<file path="src/rtl/lkd_dma_pkg.sv">
`timescale 1ns/1ps
package lkd_dma_pkg;
  localparam int WORD_W   = 32;
  localparam int CNT_W    = 10;
  localparam int B_VALID  = 0;
  localparam int B_RELOAD = 1;
  localparam int B_SWTRIG = 2;
  localparam int B_CLRTRG = 3;
  localparam int B_FLAGA  = 4;
  localparam int B_FLAGB  = 5;
  localparam int W_LO     = 8;
  localparam int SINC_LO  = 12;
  localparam int DINC_LO  = 14;
  localparam int CNT_LO   = 16;

  typedef enum logic [2:0] {
    ST_IDLE, ST_FETCH, ST_PREP, ST_STALL, ST_ARM, ST_RD, ST_WR
  } lkd_state_e;
endpackage

</file>
<file path="src/rtl/lkd_beat_cnt.sv">
`timescale 1ns/1ps
module lkd_beat_cnt #(
  parameter int CNT_W   = 10,
  parameter int BURST_W = 4
) (
  input  logic               clk,
  input  logic               rst_n,
  input  logic               clr_i,
  input  logic               inc_i,
  input  logic [CNT_W-1:0]   last_m1_i,
  input  logic [BURST_W-1:0] burst_log2_i,
  output logic               is_last_o,
  output logic               burst_end_o
);
  logic [CNT_W-1:0] idx_q, idx_d, mask;

  always_comb begin
    if (int'(burst_log2_i) >= CNT_W) mask = '1;
    else                             mask = CNT_W'((32'd1 << burst_log2_i) - 32'd1);
  end

  assign is_last_o   = (idx_q == last_m1_i);
  assign burst_end_o = ((idx_q & mask) == mask);

  always_comb begin
    idx_d = idx_q;
    if (clr_i)      idx_d = '0;
    else if (inc_i) idx_d = idx_q + CNT_W'(1);
  end

  always_ff @(posedge clk or negedge rst_n) begin
    if (!rst_n)                idx_q <= '0;
    else if (clr_i || inc_i)   idx_q <= idx_d;
  end

  // a beat is never taken past the programmed count
  a_r3_idx_bound: assert property (@(posedge clk) disable iff (!rst_n)
    inc_i |-> (idx_q <= last_m1_i));
endmodule

</file>
<file path="src/rtl/lkd_addr_gen.sv">
`timescale 1ns/1ps
module lkd_addr_gen #(
  parameter int ADDR_W  = 32,
  parameter int CNT_W   = 10,
  parameter int BURST_W = 4
) (
  input  logic               clk,
  input  logic               rst_n,
  input  logic               load_i,
  input  logic               step_i,
  input  logic               wrap_pt_i,
  input  logic [ADDR_W-1:0]  end_i,
  input  logic [1:0]         inc_i,
  input  logic [1:0]         wcode_i,
  input  logic               wrap_en_i,
  input  logic [BURST_W-1:0] burst_log2_i,
  input  logic [CNT_W-1:0]   cnt_m1_i,
  output logic [ADDR_W-1:0]  addr_o,
  output logic               misalign_o
);
  logic [2:0]        shamt;
  logic [ADDR_W-1:0] span_m1, span_off, step_c, start_c;
  logic [ADDR_W-1:0] start_q, addr_q, step_q, end_q;
  logic [ADDR_W-1:0] start_d, addr_d, step_d, end_d;
  logic              wrap_q, wrap_d;

  always_comb begin
    shamt   = {1'b0, wcode_i} + {1'b0, inc_i} - 3'd1;
    span_m1 = wrap_en_i ? ((ADDR_W'(1) << burst_log2_i) - ADDR_W'(1))
                        : ADDR_W'(cnt_m1_i);
    if (inc_i == 2'd0) begin
      step_c   = '0;
      span_off = '0;
    end else begin
      step_c   = ADDR_W'(1) << shamt;
      span_off = span_m1 << shamt;
    end
    start_c = end_i - span_off;
    case (wcode_i)
      2'd1:    misalign_o = end_i[0];
      2'd2:    misalign_o = |end_i[1:0];
      default: misalign_o = 1'b0;
    endcase
  end

  always_comb begin
    start_d = start_q;
    addr_d  = addr_q;
    step_d  = step_q;
    end_d   = end_q;
    wrap_d  = wrap_q;
    if (load_i) begin
      start_d = start_c;
      addr_d  = start_c;
      step_d  = step_c;
      end_d   = end_i;
      wrap_d  = wrap_en_i;
    end else if (step_i) begin
      if (wrap_q && wrap_pt_i) addr_d = start_q;
      else                     addr_d = addr_q + step_q;
    end
  end

  always_ff @(posedge clk or negedge rst_n) begin
    if (!rst_n) begin
      start_q <= '0;
      addr_q  <= '0;
      step_q  <= '0;
      end_q   <= '0;
      wrap_q  <= 1'b0;
    end else begin
      if (load_i) begin
        start_q <= start_d;
        step_q  <= step_d;
        end_q   <= end_d;
        wrap_q  <= wrap_d;
      end
      if (load_i || step_i) addr_q <= addr_d;
    end
  end

  assign addr_o = addr_q;

  // a side with a zero stride never moves between loads
  a_r4_fixed_addr: assert property (@(posedge clk) disable iff (!rst_n)
    (step_i && !load_i && step_q == '0) |=> (addr_q == $past(addr_q)));
  // a wrapping side stays inside its burst window
  a_r5_in_window: assert property (@(posedge clk) disable iff (!rst_n)
    (wrap_q && end_q >= start_q) |-> (addr_q >= start_q && addr_q <= end_q));
endmodule

</file>
<file path="src/rtl/lkd_dma_chan.sv">
`timescale 1ns/1ps
module lkd_dma_chan
  import lkd_dma_pkg::*;
#(
  parameter int ADDR_W  = 32,
  parameter int BURST_W = 4
) (
  input  logic               clk,
  input  logic               rst_n,
  input  logic               start_i,
  input  logic [ADDR_W-1:0]  start_ptr_i,
  input  logic               set_valid_i,
  input  logic               trig_i,
  input  logic [BURST_W-1:0] ch_burst_log2_i,
  input  logic               ch_src_wrap_i,
  input  logic               ch_dst_wrap_i,
  output logic               mem_req_o,
  output logic               mem_we_o,
  output logic [ADDR_W-1:0]  mem_addr_o,
  output logic [1:0]         mem_size_o,
  output logic [WORD_W-1:0]  mem_wdata_o,
  input  logic               mem_gnt_i,
  input  logic [WORD_W-1:0]  mem_rdata_i,
  output logic               busy_o,
  output logic               flag_a_o,
  output logic               flag_b_o,
  output logic               err_o
);
  localparam int NSIDE = 2;

  lkd_state_e        state_q, state_d;
  logic [ADDR_W-1:0] ptr_q, ptr_d, send_q, send_d, dend_q, dend_d, next_q, next_d;
  logic [WORD_W-1:0] cfg_q, cfg_d, data_q, data_d;
  logic [1:0]        widx_q, widx_d;
  logic              trig_q, trig_d, fa_q, fa_d, fb_q, fb_d, err_q, err_d;
  logic              load, step, is_last, burst_end, bad;
  logic              cfg_unused;

  logic [ADDR_W-1:0] side_end  [NSIDE];
  logic [1:0]        side_inc  [NSIDE];
  logic              side_wen  [NSIDE];
  logic [ADDR_W-1:0] side_addr [NSIDE];
  logic              side_mis  [NSIDE];

  assign side_end[0] = send_q;
  assign side_end[1] = dend_q;
  assign side_inc[0] = cfg_q[SINC_LO +: 2];
  assign side_inc[1] = cfg_q[DINC_LO +: 2];
  assign side_wen[0] = ch_src_wrap_i;
  assign side_wen[1] = ch_dst_wrap_i;
  assign cfg_unused  = ^{cfg_q[31:26], cfg_q[11:10], cfg_q[7:6]};

  for (genvar g = 0; g < NSIDE; g++) begin : g_side
    lkd_addr_gen #(.ADDR_W(ADDR_W), .CNT_W(CNT_W), .BURST_W(BURST_W)) u_ag (
      .clk          (clk),
      .rst_n        (rst_n),
      .load_i       (load),
      .step_i       (step),
      .wrap_pt_i    (burst_end),
      .end_i        (side_end[g]),
      .inc_i        (side_inc[g]),
      .wcode_i      (cfg_q[W_LO +: 2]),
      .wrap_en_i    (side_wen[g]),
      .burst_log2_i (ch_burst_log2_i),
      .cnt_m1_i     (cfg_q[CNT_LO +: CNT_W]),
      .addr_o       (side_addr[g]),
      .misalign_o   (side_mis[g])
    );
  end

  lkd_beat_cnt #(.CNT_W(CNT_W), .BURST_W(BURST_W)) u_cnt (
    .clk          (clk),
    .rst_n        (rst_n),
    .clr_i        (load),
    .inc_i        (step),
    .last_m1_i    (cfg_q[CNT_LO +: CNT_W]),
    .burst_log2_i (ch_burst_log2_i),
    .is_last_o    (is_last),
    .burst_end_o  (burst_end)
  );

  assign bad = (cfg_q[W_LO +: 2] == 2'd3) | side_mis[0] | side_mis[1];

  always_comb begin
    state_d = state_q;  ptr_d  = ptr_q;  widx_d = widx_q;
    cfg_d   = cfg_q;    send_d = send_q; dend_d = dend_q; next_d = next_q;
    data_d  = data_q;   trig_d = trig_q;
    fa_d    = fa_q;     fb_d   = fb_q;   err_d  = err_q;
    mem_req_o  = 1'b0;
    mem_we_o   = 1'b0;
    mem_addr_o = '0;
    load       = 1'b0;
    step       = 1'b0;
    case (state_q)
      ST_IDLE: if (start_i) begin
        ptr_d   = start_ptr_i;
        widx_d  = '0;
        fa_d    = 1'b0;
        fb_d    = 1'b0;
        err_d   = 1'b0;
        trig_d  = 1'b0;
        state_d = ST_FETCH;
      end
      ST_FETCH: begin
        mem_req_o  = 1'b1;
        mem_addr_o = ptr_q + ADDR_W'({widx_q, 2'b00});
        if (mem_gnt_i) begin
          widx_d = widx_q + 2'd1;
          case (widx_q)
            2'd0: begin
              cfg_d = mem_rdata_i;
              if (mem_rdata_i[B_SWTRIG]) trig_d = 1'b1;
            end
            2'd1:    send_d = mem_rdata_i[ADDR_W-1:0];
            2'd2:    dend_d = mem_rdata_i[ADDR_W-1:0];
            default: begin
              next_d  = mem_rdata_i[ADDR_W-1:0];
              state_d = ST_PREP;
            end
          endcase
        end
      end
      ST_PREP: begin
        load = 1'b1;
        if (bad) begin
          err_d   = 1'b1;
          state_d = ST_IDLE;
        end else if (!cfg_q[B_VALID]) state_d = ST_STALL;
        else                          state_d = ST_ARM;
      end
      ST_STALL: if (set_valid_i) begin
        cfg_d[B_VALID] = 1'b1;
        state_d        = ST_ARM;
      end
      ST_ARM: if (trig_q) state_d = ST_RD;
      ST_RD: begin
        mem_req_o  = 1'b1;
        mem_addr_o = side_addr[0];
        if (mem_gnt_i) begin
          data_d  = mem_rdata_i;
          state_d = ST_WR;
        end
      end
      ST_WR: begin
        mem_req_o  = 1'b1;
        mem_we_o   = 1'b1;
        mem_addr_o = side_addr[1];
        if (mem_gnt_i) begin
          step = 1'b1;
          if (is_last) begin
            if (cfg_q[B_FLAGA])  fa_d   = 1'b1;
            if (cfg_q[B_FLAGB])  fb_d   = 1'b1;
            if (cfg_q[B_CLRTRG]) trig_d = 1'b0;
            if (cfg_q[B_RELOAD] && next_q != '0) begin
              ptr_d   = next_q;
              widx_d  = '0;
              state_d = ST_FETCH;
            end else begin
              state_d = ST_IDLE;
            end
          end else begin
            state_d = ST_RD;
          end
        end
      end
      default: state_d = ST_IDLE;
    endcase
    if (trig_i && state_q != ST_IDLE) trig_d = 1'b1;
  end

  always_ff @(posedge clk or negedge rst_n) begin
    if (!rst_n) begin
      state_q <= ST_IDLE;
      ptr_q   <= '0;  widx_q <= '0;
      cfg_q   <= '0;  send_q <= '0; dend_q <= '0; next_q <= '0;
      data_q  <= '0;  trig_q <= 1'b0;
      fa_q    <= 1'b0; fb_q  <= 1'b0; err_q <= 1'b0;
    end else begin
      state_q <= state_d;
      ptr_q   <= ptr_d;   widx_q <= widx_d;
      cfg_q   <= cfg_d;   send_q <= send_d; dend_q <= dend_d; next_q <= next_d;
      trig_q  <= trig_d;
      fa_q    <= fa_d;    fb_q   <= fb_d;   err_q  <= err_d;
      if (state_q == ST_RD && mem_gnt_i) data_q <= data_d;
    end
  end

  assign busy_o      = (state_q != ST_IDLE);
  assign flag_a_o    = fa_q;
  assign flag_b_o    = fb_q;
  assign err_o       = err_q;
  assign mem_size_o  = cfg_q[W_LO +: 2];
  assign mem_wdata_o = data_q;

  // a stalled descriptor makes no memory access
  a_r7_stall_quiet: assert property (@(posedge clk) disable iff (!rst_n)
    (state_q == ST_STALL) |-> !mem_req_o);
  // the port is only used while the channel is busy
  a_r12_req_busy: assert property (@(posedge clk) disable iff (!rst_n)
    mem_req_o |-> busy_o);
  // a raised error leaves the channel idle
  a_r11_err_idle: assert property (@(posedge clk) disable iff (!rst_n)
    err_o |-> !busy_o);
  // completion flags hold until a new start is accepted
  a_r9_flag_hold: assert property (@(posedge clk) disable iff (!rst_n)
    (flag_b_o && !(start_i && !busy_o)) |=> flag_b_o);
  // no data moves without a pending trigger
  a_r8_trig_gate: assert property (@(posedge clk) disable iff (!rst_n)
    (state_q == ST_ARM && !trig_q) |=> !mem_req_o);
endmodule

</file>
<file path="config.mk">
export PLATFORM = sky130hd
export DESIGN_NAME = lkd_dma_chan
export DESIGN_NICKNAME = d
export VERILOG_FILES = /design/src/rtl/lkd_dma_pkg.sv /design/src/rtl/lkd_beat_cnt.sv /design/src/rtl/lkd_addr_gen.sv /design/src/rtl/lkd_dma_chan.sv
export SDC_FILE = /design/constraint.sdc
export NUM_CORES = 1
export LEC_CHECK = 0
export ABC_AREA = 1
export BUFFER_PORTS_ARGS = -buffer_cell sky130_fd_sc_hd__buf_2
export CORE_MARGIN = 1
export CORE_UTILIZATION = 55
export DETAILED_ROUTE_END_ITERATION = 7
export PLACE_DENSITY = 0.73
export SYNTH_ARGS = -nofsm -noshare
export SYNTH_HDL_FRONTEND = slang
export SYNTH_HIERARCHICAL = 1
export SYNTH_SLANG_ARGS = --single-unit
</file>
<file path="constraint.sdc">
create_clock -name clk -period 6.3 [get_ports clk]
set_clock_uncertainty 0.1 [all_clocks]
set_input_delay 0.945 -clock clk [delete_from_list [all_inputs] [get_ports clk]]
set_output_delay 0.945 -clock clk [all_outputs]
set_load 0.01 [all_outputs]
</file>
==> run summary, run 1 <==
CP arrival = 5.35 ns
R2R Path End = g_side[0].u_ag/addr_o[19]
Max-slew violations = 0
Vias in the first global route = 25612
Commonest cells in the netlist = nand2_1, inv_1, nand3_1, dfrtp_1, o21ai_0
# IOs = 148
RePlAce Congestion = 0.995
Failing checks = DRC
Slowest-stage cell, CP = ha_1
Worst Path Max Fanout = 20
H-Tree Depth = 2
Fin Setup TNS = 0 ns
# resized after CTS = 0
DR WL/cell = 18.9 um
Initial antenna violation count = 3
Placed cell areas = 27800 um2
CP endpoint = g_side[0].u_ag/addr_o[19]
Residual overflow from global routing = 0
Via count = 28095
Number of flops mapped to enable cells by yosys = 0
Hold-fix buffers, CTS = 0
Horiz. Die Dim = 223 um
Post-DP HPWL = 72200 um
Crit end category = register
Layout cell share with drive strength beyond 1 = 8.25%
Hold Path Class = in -> async
Final Hold Viols = 0
First-pass GRT wire length = 146000 um
Synth Cell Area = 26800 um2
Main synth FF type = dfrtp_1
Die Y = 223 um
Root buffer cell = clkbuf_16
Worst Setup SP = cfg_q[9]
Critical Path, Cell by Cell = inv_1 -> ha_1 -> inv_1 -> ha_1 -> clkinv_1 -> o21ai_0 -> nand2_1 -> and2_1 -> ha_1 -> nand2_1 -> inv_1 -> nand2_1 -> nor3_1 -> nand2_1 -> nand2_1 -> nand2_1 -> nand3_1 -> nand3_1 -> nand2_1 -> nand2_1 -> nand2_1
Clock slew at reported path FFs = 0.06 ns
Required time worst endpoint = 6.70 ns
Tmin final = 4.96 ns
Synth area leader = dfrtp_1
Clock sinks = 346
Syn Area/Cell = 6.32 um2
DIE AREA = 49700 um2
Design area = 29300 um2
WP depth = 21
Bufs and invs on worst path = 4
Top cell by count, worst path = nand2_1
Nets@finish = 4505
Status = complete, but fails checks
Cells taking the most area after synthesis = dfrtp_1, nand2_1, nand3_1, inv_1, o21ai_0
Worst setup SP type = register
Total CTS buffers = 41
Count leader, synth = nand2_1
Syn Nets = 4430
FP Rows = 80
Fill cells = 4759
Largest stage delay on the critical path = 0.70 ns
Initial drt markers = 3052
Core Area = 47900 um2
Share of the synthesized area in the top cell type = 32.2%
RSZ-0062 raised after global routing = false
Non-Filler Instances = 4970
Initial Util = 56.0%
Final setup violation count = 0
Cell variety after synth = 59
Postcts setup bufs = 0
Worst-Margin Slew = 0.999 ns
Top delay family on crit path = simple AND/OR/NAND/NOR gates
Cells after Synth = 4249
CTS tree = built
Slew headroom = 33.2%
Clock Latency Late Sink = 0.58 ns
Syn. warnings = 6
Post-synthesis async set-or-reset flop share = 100%
Initial DRT Pass Iterations = 8
Seq/Total Area, Yosys = 32.2%
Yosys reg bits = 346
Number of port buffers = 147
R2r startpoint = cfg_q[9]
Crit path kind = reg -> reg
Maximum clock rate = 202 MHz
Largest net degree at the start of global routing = 139
Placed Cells = 4896
Area Overhead vs Synth = 9.00%
DRC = 8
Vias/cell = 5.65
GRT Resource Usage Total = 37.9%
Worst reg2reg setup slack = 1.34 ns
Period utilization = 78.7%
DRT Wirelength = 93700 um
CTS Buffer Depth = 3
Max Cap Viol = 0
FF-to-FF path depth = 21
Antenna Nets Post-Route = 0
[through the flow]
step	setup slack (ns)	hold slack, ns	util (%)
4_1_cts	1.53	0.344	61.0
3_5_place_dp	1.42	0.358	58.1
5_1_grt	0.994	0.359	61.0
3_3_place_gp	1.44	0.355	58.1
2_1_floorplan	2.46	0.339	-
6_report	1.34	0.276	61.0
[flip-flops by register name, summed over array words and instances (netlist names)]
register and cells:
dend_q 32, cfg_q 21, g_side.u_ag/start_q 64, flag_b_o 1, state_q 3, next_q 32
flag_a_o 1, err_o 1, g_side.u_ag/addr_o 64, trig_q 1, mem_wdata_o 32, g_side.u_ag/step_q 16
ptr_q 32, u_cnt/idx_q 10, widx_q 2, g_side.u_ag/wrap_q 2, send_q 32
[kinds of logic (layout without fill, tap and decap cells)]
logic type,after synthesis,in the layout,share of synthesized area (%)
and+or+nand+nor,2523,2523,40.2
buffers and inverters,679,784,10.2
other,0,1,0
adders and majority gates,105,105,5.03
AOI/OAI and AO/OA,564,564,11.3
DFF,346,346,32.2
xor gates and xnor gates,32,32,1.07
[routing by layer]
layer  up-vias  wire [um]  global-route usage (%)
met5         -          8                       0
li1      13703          -                       -
met1     12897      40900                    53.7
met4         2       4480                    16.9
met2      1289      39700                    57.2
met3       204       8650                    5.79
[worst min path at each step]
stage / from / end / slack (ns) / depth (start not counted)
floorplan: g_side[0].u_ag/start_q[2] / g_side[0].u_ag/start_q[2] / 0.34 / 2
global placement: g_side[0].u_ag/start_q[29] / g_side[0].u_ag/start_q[29] / 0.36 / 2
detailed placement: g_side[0].u_ag/start_q[28] / g_side[0].u_ag/start_q[28] / 0.36 / 2
CTS: rst_n / ptr_q[17] / 0.34 / 1
global route: rst_n / ptr_q[18] / 0.36 / 1
finish: rst_n / ptr_q[17] / 0.28 / 1
[layout by cell type (no fill, tap or decap), drive strengths merged, types with 45 or more instances in the layout]
cell type and instances:
a21oi 154, dfrtp 346, nand2 1631, ha 100, nor3 54, nand3 420, inv 540, clkbuf 62
nor2 302, o21ai 331, nand4 45, buf 168
[worst register-to-register path: stages (launching register included)]
cell,delay [ns]
dfrtp_1,0.45
inv_1,0.15
ha_1,0.30
inv_1,0.04
ha_1,0.70
clkinv_1,0.63
o21ai_0,0.43
nand2_1,0.08
and2_1,0.19
ha_1,0.42
nand2_1,0.10
inv_1,0.10
nand2_1,0.09
nor3_1,0.28
nand2_1,0.09
nand2_1,0.12
nand2_1,0.08
nand3_1,0.07
nand3_1,0.20
nand2_1,0.13
nand2_1,0.05
nand2_1,0.08
[area by class of cell]
class | instances | area, um2 | share of cell area, %
inverters | 543 | 2050 | 6.99
multi-input cells | 3224 | 15500 | 52.8
clock buffers | 62 | 1270 | 4.33
diodes | 1 | 2.50 | 0.00855
clock inverters | 11 | 151 | 0.517
flip-flops and latches | 346 | 8660 | 29.6
repair buffers | 168 | 916 | 3.13
well taps | 615 | 769 | 2.63
Power of run 1 is left out: the tool's default activity adds up to more than one toggle a clock period on the data nets, which glitch-free logic cannot reach.
==> run 2: changes to the inputs <==
--- a/config.mk
+++ b/config.mk
@@ -10,7 +10,7 @@
 export CORE_MARGIN = 1
 export CORE_UTILIZATION = 55
 export DETAILED_ROUTE_END_ITERATION = 7
-export PLACE_DENSITY = 0.73
+export PLACE_DENSITY = 0.76
 export SYNTH_ARGS = -nofsm -noshare
 export SYNTH_HDL_FRONTEND = slang
 export SYNTH_HIERARCHICAL = 1
==> constraint.sdc (replaced) <==
create_clock -name clk -period 4.42 [get_ports clk]
set_clock_uncertainty 0.1 [all_clocks]
set_input_delay 0.663 -clock clk [delete_from_list [all_inputs] [get_ports clk]]
set_output_delay 0.663 -clock clk [all_outputs]
set_load 0.01 [all_outputs]
==> run 2 against run 1 <==
The flow now finishes without violations; design area is 1.5% higher; final cell count is 1.3% higher; first-iteration DRC count is 6.6% higher; die area stayed put; worst hold slack worse by 0.27 ns; critical path depth is 1 lower; maximum frequency is 22% higher; setup slack worse by 0.99 ns.
==> run summary, run 2 (same netlist as run 1, synthesis figures left out) <==
FP Rows = 80
Hold-fix buffers, CTS = 0
Worst-Margin Slew = 1.02 ns
Worst setup SP type = register
Layout cell share with drive strength beyond 1 = 9.75%
Tmin final = 4.06 ns
Non-Filler Instances = 5036
Horiz. Die Dim = 223 um
DR WL/cell = 18.5 um
Clock sinks = 346
Period utilization = 91.9%
Worst Path Max Fanout = 13
Final setup violation count = 0
Placed Cells = 4964
Hold Path Class = in -> async
RSZ-0062 raised after global routing = false
Most frequent cells in the layout = nand2_1, inv_1, nand3_1
H-Tree Depth = 2
Root buffer cell = clkbuf_16
Worst reg2reg setup slack = 0.36 ns
RePlAce Congestion = 0.986
Die Y = 223 um
CP arrival = 4.39 ns
Initial antenna violation count = 3
FF-to-FF path depth = 20
Via count = 28167
Area Overhead vs Synth = 10.6%
First-pass GRT wire length = 145000 um
CTS Buffer Depth = 3
Fin Setup TNS = 0 ns
Nets@finish = 4572
DRT Wirelength = 93100 um
Total CTS buffers = 40
Vias in the first global route = 25704
Initial Util = 56.0%
Clock slew at reported path FFs = 0.06 ns
Initial DRT Pass Iterations = 8
Maximum clock rate = 246 MHz
Largest net degree at the start of global routing = 103
Most common cell after layout, fill and taps aside = nand2_1
GRT Resource Usage Total = 37.7%
R2R Path End = g_side[0].u_ag/start_q[15]
Number of port buffers = 147
DIE AREA = 49700 um2
Status = finished clean
R2r startpoint = cfg_q[9]
Antenna Nets Post-Route = 0
Crit end category = register
Vias/cell = 5.59
Initial drt markers = 3253
Max Cap Viol = 0
DRC = 0
Post-DP HPWL = 72200 um
Slew headroom = 31.6%
Core Area = 47900 um2
Crit path kind = reg -> reg
Residual overflow from global routing = 0
# IOs = 148
Antenna diodes = 0
Required time worst endpoint = 4.75 ns
Final Hold Viols = 0
CTS tree = built
Max-slew violations = 0
Clock Latency Late Sink = 0.57 ns
[run 2: changes by cell type in the layout (fill, tap and decap cells not counted), sizes merged]
cell / previous run / this run
buf: 168 / 236
bufinv: 3 / 2
clkbuf: 62 / 53
clkinv: 11 / 14
clkinvlp: 0 / 6
diode: 1 / 0
[run 2: through the flow]
step / util [%] / cell area (um2) / setup WS (ns) / hold WS, ns
floorplan: - / 26800 / 0.858 / 0.267
global placement: 59.2 / 28400 / 0.128 / 0.353
detailed placement: 59.2 / 28400 / 0.127 / 0.358
CTS: 61.9 / 29700 / 0.338 / 0.0604
global route: 62.0 / 29700 / 0.0306 / 0.0624
finish: 62.0 / 29700 / 0.358 / 0.00652
[run 2: final cells by class]
class                   instances  area [um2]
well taps                     615         769
fillers                      4730       18200
multi-input cells            3224       15500
flip-flops and latches        346        8660
repair buffers                236        1450
clock inverters                19         184
inverters                     543        2050
clock buffers                  53        1130
[run 2: repair_timing]
item                                    4_1_cts  5_1_grt
resized for setup                             0        5
endpoints found under the setup margin        0       14
buffers inserted                              0        0
[run 2: metal layers]
layer | GRT usage (%) | routed length [um]
met1 | 53.9 | 41300
met2 | 55.8 | 39200
met3 | 5.87 | 7990
met4 | 17.9 | 4640
met5 | 0 | 17
[run 2: worst max path at each step]
stage                       startpoint                          to  depth (start not counted)
global placement    ch_burst_log2_i[3]  g_side[0].u_ag/start_q[15]                         24
global route                  cfg_q[8]   g_side[0].u_ag/addr_o[26]                         20
floorplan           ch_burst_log2_i[3]   g_side[0].u_ag/addr_o[31]                         27
finish                        cfg_q[9]  g_side[0].u_ag/start_q[15]                         20
detailed placement  ch_burst_log2_i[2]  g_side[0].u_ag/start_q[15]                         24
CTS                           cfg_q[9]   g_side[0].u_ag/addr_o[11]                         20
[run 2: worst max-delay path: stages (launching register included)]
cell	delay, ns
dfrtp_1	0.50
inv_1	0.12
ha_1	0.29
inv_1	0.04
ha_1	0.19
xnor2_1	0.27
buf_4	0.30
nor2_1	0.07
buf_4	0.19
nand2_1	0.08
o21a_1	0.14
ha_1	0.28
nand2_1	0.13
inv_1	0.06
a21oi_1	0.14
nand2_1	0.16
nand2_1	0.09
nand2_1	0.09
o21ai_0	0.40
buf_4	0.20
o21ai_0	0.07
Power of run 2 is left out for the same reason.
